[config.mk]
export PLATFORM = sky130hd
export DESIGN_NAME = rcpx_unit
export DESIGN_NICKNAME = d
export VERILOG_FILES = /design/src/rtl/rcpx_pkg.sv /design/src/rtl/rcpx_exp_xform.sv /design/src/rtl/rcpx_lane.sv /design/src/rtl/rcpx_sticky.sv /design/src/rtl/rcpx_unit.sv
export SDC_FILE = /design/constraint.sdc
export NUM_CORES = 1
export LEC_CHECK = 0
export BUFFER_PORTS_ARGS = -buffer_cell sky130_fd_sc_hd__buf_2
export CAP_MARGIN = 0
export CORE_MARGIN = 4
export CORE_UTILIZATION = 35
export DETAILED_ROUTE_END_ITERATION = 7
export HOLD_SLACK_MARGIN = 0.1
export PLACE_DENSITY = 0.65
export SLEW_MARGIN = 0
export SYNTH_ARGS = -nofsm -noshare
export SYNTH_HDL_FRONTEND = slang
export SYNTH_SLANG_ARGS = --single-unit
[constraint.sdc]
create_clock -name clk -period 2.5 [get_ports clk]
set_input_delay 0.5 -clock clk [delete_from_list [all_inputs] [get_ports clk]]
set_output_delay 0.5 -clock clk [all_outputs]
set_load 0.05 [all_outputs]
[src/rtl/rcpx_pkg.sv]
// Package: shared format widths and the precision select encoding for the
// reciprocal exponent unit. Assumes IEEE-754 binary32 / binary64 layouts.
package rcpx_pkg;
    localparam int SP_EXP_W  = 8;
    localparam int SP_FRAC_W = 23;
    localparam int DP_EXP_W  = 11;
    localparam int DP_FRAC_W = 52;

    typedef enum logic {
        FMT_SINGLE = 1'b0,
        FMT_DOUBLE = 1'b1
    } fmt_e;
endpackage

[src/rtl/rcpx_exp_xform.sv]
// Module: exponent field transform. A nonzero exponent is inverted; a zero
// exponent maps to the largest finite exponent (all ones but the LSB).
// Assumes the caller has already routed NaN operands elsewhere.
module rcpx_exp_xform #(
    parameter int EXP_W = 8
) (
    input  logic [EXP_W-1:0] exp_in,
    output logic [EXP_W-1:0] exp_out
);
    localparam logic [EXP_W-1:0] MAX_FINITE = {{(EXP_W-1){1'b1}}, 1'b0};

    // Pick the substitution for zero exponents, complement otherwise.
    always_comb begin
        if (exp_in == '0) begin
            exp_out = MAX_FINITE;
        end else begin
            exp_out = ~exp_in;
        end
    end
endmodule

[src/rtl/rcpx_lane.sv]
// Module: one precision lane. Splits the word into fields, classifies NaNs,
// and builds either the reciprocal exponent result or the NaN result.
// Assumes a standard IEEE-754 word layout of sign, exponent, fraction.
module rcpx_lane #(
    parameter int EXP_W  = 8,
    parameter int FRAC_W = 23
) (
    input  logic [EXP_W+FRAC_W:0] lane_in,
    input  logic                  dn_mode,
    output logic [EXP_W+FRAC_W:0] lane_out,
    output logic                  lane_snan
);
    localparam int WORD_W = 1 + EXP_W + FRAC_W;
    localparam logic [FRAC_W-1:0] QUIET_BIT = {1'b1, {(FRAC_W-1){1'b0}}};
    localparam logic [WORD_W-1:0] DEFAULT_NAN = {1'b0, {EXP_W{1'b1}}, QUIET_BIT};

    logic              sgn;
    logic [EXP_W-1:0]  expo;
    logic [FRAC_W-1:0] frac;
    logic [EXP_W-1:0]  new_exp;
    logic              is_nan;

    assign sgn  = lane_in[WORD_W-1];
    assign expo = lane_in[WORD_W-2:FRAC_W];
    assign frac = lane_in[FRAC_W-1:0];

    rcpx_exp_xform #(.EXP_W(EXP_W)) u_xform (
        .exp_in  (expo),
        .exp_out (new_exp)
    );

    // Classify the operand as NaN / signaling NaN.
    always_comb begin
        is_nan    = (&expo) && (|frac);
        lane_snan = is_nan && !frac[FRAC_W-1];
    end

    // Build the lane result from the classification.
    always_comb begin
        if (is_nan) begin
            lane_out = dn_mode ? DEFAULT_NAN : (lane_in | {{(WORD_W-FRAC_W){1'b0}}, QUIET_BIT});
        end else begin
            lane_out = {sgn, new_exp, {FRAC_W{1'b0}}};
        end
    end

    // Check lane result fields against the operand fields.
    always_comb begin
        if (!is_nan) begin

            sign_keep_chk: assert (lane_out[WORD_W-1] == lane_in[WORD_W-1]);

            frac_clear_chk: assert (lane_out[FRAC_W-1:0] == '0);
        end else begin

            nan_quiet_chk: assert ((&lane_out[WORD_W-2:FRAC_W]) && lane_out[FRAC_W-1]);
        end
    end
endmodule

[src/rtl/rcpx_sticky.sv]
// Module: sticky invalid-operation flag. A set request wins over a clear
// request in the same cycle. Synchronous active-low reset.
module rcpx_sticky (
    input  logic clk,
    input  logic rst_n,
    input  logic set_req,
    input  logic clr_req,
    output logic flag
);
    // Hold, set or clear the flag.
    always_ff @(posedge clk) begin
        if (!rst_n) begin
            flag <= 1'b0;
        end else if (set_req) begin
            flag <= 1'b1;
        end else if (clr_req) begin
            flag <= 1'b0;
        end
    end


    flag_hold_chk: assert property (@(posedge clk) disable iff (!rst_n)
        flag && !clr_req |=> flag);

    flag_clear_chk: assert property (@(posedge clk) disable iff (!rst_n)
        clr_req && !set_req |=> !flag);

    flag_set_chk: assert property (@(posedge clk) disable iff (!rst_n)
        set_req |=> flag);
endmodule

[src/rtl/rcpx_unit.sv]
// Module: top of the reciprocal exponent unit. Runs both precision lanes on
// the operand, selects one by fmt_dbl, and registers result and valid.
// Assumes single-precision operands sit in the low half of op_word.
module rcpx_unit #(
    parameter int SP_EXP_W  = rcpx_pkg::SP_EXP_W,
    parameter int SP_FRAC_W = rcpx_pkg::SP_FRAC_W,
    parameter int DP_EXP_W  = rcpx_pkg::DP_EXP_W,
    parameter int DP_FRAC_W = rcpx_pkg::DP_FRAC_W
) (
    input  logic                             clk,
    input  logic                             rst_n,
    input  logic                             op_valid,
    input  logic                             fmt_dbl,
    input  logic                             dn_mode,
    input  logic                             flag_clr,
    input  logic [DP_EXP_W+DP_FRAC_W:0]      op_word,
    output logic                             res_valid,
    output logic [DP_EXP_W+DP_FRAC_W:0]      res_word,
    output logic                             inv_flag
);
    import rcpx_pkg::*;

    localparam int SP_W = 1 + SP_EXP_W + SP_FRAC_W;
    localparam int DP_W = 1 + DP_EXP_W + DP_FRAC_W;

    logic [SP_W-1:0] sp_out;
    logic [DP_W-1:0] dp_out;
    logic            sp_snan;
    logic            dp_snan;
    logic [DP_W-1:0] sel_res;
    logic            sel_snan;
    fmt_e            fmt;

    assign fmt = fmt_e'(fmt_dbl);

    rcpx_lane #(.EXP_W(SP_EXP_W), .FRAC_W(SP_FRAC_W)) u_lane_sp (
        .lane_in   (op_word[SP_W-1:0]),
        .dn_mode   (dn_mode),
        .lane_out  (sp_out),
        .lane_snan (sp_snan)
    );

    rcpx_lane #(.EXP_W(DP_EXP_W), .FRAC_W(DP_FRAC_W)) u_lane_dp (
        .lane_in   (op_word),
        .dn_mode   (dn_mode),
        .lane_out  (dp_out),
        .lane_snan (dp_snan)
    );

    // Select the lane that matches the requested precision.
    always_comb begin
        if (fmt == FMT_DOUBLE) begin
            sel_res  = dp_out;
            sel_snan = dp_snan;
        end else begin
            sel_res  = {{(DP_W-SP_W){1'b0}}, sp_out};
            sel_snan = sp_snan;
        end
    end

    // Register the result and its qualifier.
    always_ff @(posedge clk) begin
        if (!rst_n) begin
            res_valid <= 1'b0;
            res_word  <= '0;
        end else begin
            res_valid <= op_valid;
            if (op_valid) begin
                res_word <= sel_res;
            end
        end
    end

    rcpx_sticky u_sticky (
        .clk     (clk),
        .rst_n   (rst_n),
        .set_req (op_valid && sel_snan),
        .clr_req (flag_clr),
        .flag    (inv_flag)
    );


    valid_follow_chk: assert property (@(posedge clk) disable iff (!rst_n)
        op_valid |=> res_valid);

    valid_idle_chk: assert property (@(posedge clk) disable iff (!rst_n)
        !op_valid |=> !res_valid);

    single_upper_zero_chk: assert property (@(posedge clk) disable iff (!rst_n)
        op_valid && !fmt_dbl |=> res_word[DP_W-1:SP_W] == '0);
endmodule

==> flow_summary.json <==
{
  "outcome": "complete, no violations",
  "wl_met1_um": 3270,
  "post-place-ws_ns": 0.0320,
  "ys.flop_type": "dfxtp_1",
  "fin_crit_ns": 2.12,
  "power_frac_seq_pct": 46.9,
  "skew_ns": 0,
  "cpMostUsedCell": "buf_4",
  "tritoncts": "yes",
  "h-tree-depth": 3,
  "fin_ws_ns": 0.380,
  "highest_layer": "met4",
  "cts_resized": 0,
  "ys_types": 32,
  "crit_type": "input port to flip-flop",
  "synth-seq-cells": 66,
  "grt_max_degree": 46,
  "hold_viol": 0,
  "slowest_delay_ns": 0.45,
  "cp-end-kind": "flip-flop",
  "timing.setup.tns_ns": 0,
  "gp_congestion": 0.854,
  "vdd_drop_max_mv": 0.338,
  "cp_max_fo": 12,
  "fill_cells": 682,
  "synth_area_leaders": "dfxtp_1, a22o_1, a31oi_1, o21a_1, nor4_1",
  "grt_usage_pct": 17.1,
  "final_core_util_pct": 51.8,
  "cp_top_family": "compound AO/OA/AOI/OAI gates",
  "p_int_mw": 1.74,
  "pwr-share-clk_pct": 42.6,
  "dpl.hpwl_um": 5750,
  "die-area_mm2": 0.00861,
  "maxSlewViolCount": 0,
  "yosysTopAreaCell": "dfxtp_1",
  "die_w_um": 92.8,
  "viasPerCell": 5.20,
  "clock_sinks": 66,
  "num_rows": 30,
  "grt_overflow": 0,
  "dr_wl_met2_um": 3430,
  "grt_pass1_wl_um": 11800,
  "grt_pass1_vias": 2401,
  "worstHoldPathType": "input port to flip-flop",
  "p_leak_nw": 1.67,
  "crit_slowest_cell": "o41ai_4",
  "syn_area_per_cell_um2": 10.0,
  "rsz0062_at_grt": "no",
  "critPathLaunchType": "input port",
  "netlist_area_mm2": 0.00252,
  "antenna_cells": 0,
  "cp.arrival_ns": 2.33,
  "yosysMostFrequentCell": "dfxtp_1",
  "drt-total-wl_um": 7560,
  "vias": 2544,
  "cts_setup_buffers": 0,
  "final_antenna_net_count": 0,
  "wl_met3_um": 744,
  "synthTopCellsByCount": "dfxtp_1, a22o_1, nor2_1",
  "cp_cell_sequence": "buf_2 > nor4_1 > nand4_1 > buf_4 > o41ai_4 > buf_4 > nor2_1 > a211o_1",
  "holdBufCountCts": 0,
  "postSynth.asyncResetShare_pct": 0,
  "synth_fp_nets": 321,
  "power.switching_mw": 0.559,
  "worstMarginPinSlew_ns": 0.500,
  "final_layout_size_suffix_gt1_share_pct": 41.0,
  "numCtsBuffers": 9,
  "start_util_pct": 36.4,
  "clk_pin_slew_ns": 0.07,
  "fmax_ghz": 0.472,
  "fin_cells": 489,
  "p_per_area_mw_per_mm2": 642,
  "fp.dieH_um": 92.8,
  "post-route-period-util_pct": 84.8,
  "yosysSeqAreaShare_pct": 52.5,
  "io_pins": 136,
  "area_growth_pct": 42.1,
  "critPathRequiredTime_ns": 2.71,
  "postSynthCellCount": 251,
  "synth_top_cell_area_share_pct": 52.5,
  "drv_cap": 0,
  "drt-pass1-iter-count": 4,
  "max-slew-margin-rel_pct": 66.6,
  "setup_viol": 0,
  "p_sw_share_pct": 24.4,
  "worst-path-buf-inv": 3,
  "cts_root_buf": "clkbuf_8",
  "combPwrFrac_pct": 10.6,
  "wl_per_cell_um": 15.5,
  "clk_path_buf_depth": 2,
  "clk_latency_ns": 0.32,
  "drc": 0,
  "dp.cells": 473,
  "fin_nets": 458,
  "synth_edf_count": 0,
  "drtIter0Drc": 150,
  "antenna_found_initial": 0,
  "core_mm2": 0.00691,
  "port_buffers": 135,
  "yosysWarnings": 0
}
[flip-flops by register name, summed over array words and instances, names as in the netlist]
register / count
u_sticky.flag: 1
res_valid: 1
res_word: 64
[worst reg2reg max path, cell delays in order (launching register included)]
cell	delay, ns
dfxtp_1	0.32
a221oi_1	0.28
o31ai_1	0.11
[power by group through the flow]
stage | clock network, mW | logic [mW] | registers [mW]
after global placement | 0 | 0.242 | 1.10
after global routing | 1.06 | 0.264 | 1.08
after detailed placement | 0 | 0.243 | 1.10
after floorplan | 0 | 0.0662 | 1.16
final | 0.977 | 0.243 | 1.08
after CTS | 1.01 | 0.244 | 1.08
[metrics by stage]
| stage | instance area [um2] | hold slack, ns | power [mW] |
|---|---|---|---|
| after CTS | 3580 | 0.373 | 2.33 |
| after global placement | 3360 | 0.439 | 1.34 |
| final | 3580 | 0.393 | 2.30 |
| after detailed placement | 3360 | 0.434 | 1.34 |
| after global routing | 3580 | 0.384 | 2.40 |
| after floorplan | 2520 | 0.602 | 1.23 |
[area by class of cell]
class / instances / area, um2 / share of cell area [%]
clock buffer: 11 / 141 / 3.95
clock inverter: 5 / 77.6 / 2.17
inverter: 3 / 11.3 / 0.315
multi-input combinational: 165 / 1130 / 31.7
sequential: 66 / 1320 / 36.9
tap: 96 / 120 / 3.36
timing repair buffer: 143 / 773 / 21.6
[metal layers]
metal / vias to the layer above / global-route usage [%]
li1: 1252 / -
met1: 1164 / 21.6
met2: 118 / 26.9
met3: 10 / 5.77
met4: 0 / 6.35
met5: - / 0
[cell families (layout without fill, tap and decap cells)]
family          after synthesis  in the layout  share of synthesized area [%]
compound gates              104            104                           31.5
flops                        66             66                           52.5
simple gates                 61             61                           12.9
buf+inv                      20            162                           3.13
[placed cells by master, fill, tap and decap left out, drive strengths merged, types with 4 or more instances in the layout]
cell type,n
nand4,7
nor2,15
o21a,11
dfxtp,66
a31oi,14
a22o,42
nor3,4
o21ai,11
a21oi,12
clkbuf,11
buf,143
nor4,13
nand2,5
nor2b,12
[worst paths after layout]
check	from	slack (ns)	to	cells after the start
worst max-delay path	op_word[10]	0.38	res_word[52]	8
worst min-delay path	op_word[49]	0.39	res_word[49]	2
worst max register to register	res_word[31]	1.67	res_word[31]	2
worst min register to register	res_word[51]	0.45	res_word[51]	1
Note: power is estimated with default switching activity, not from simulation.
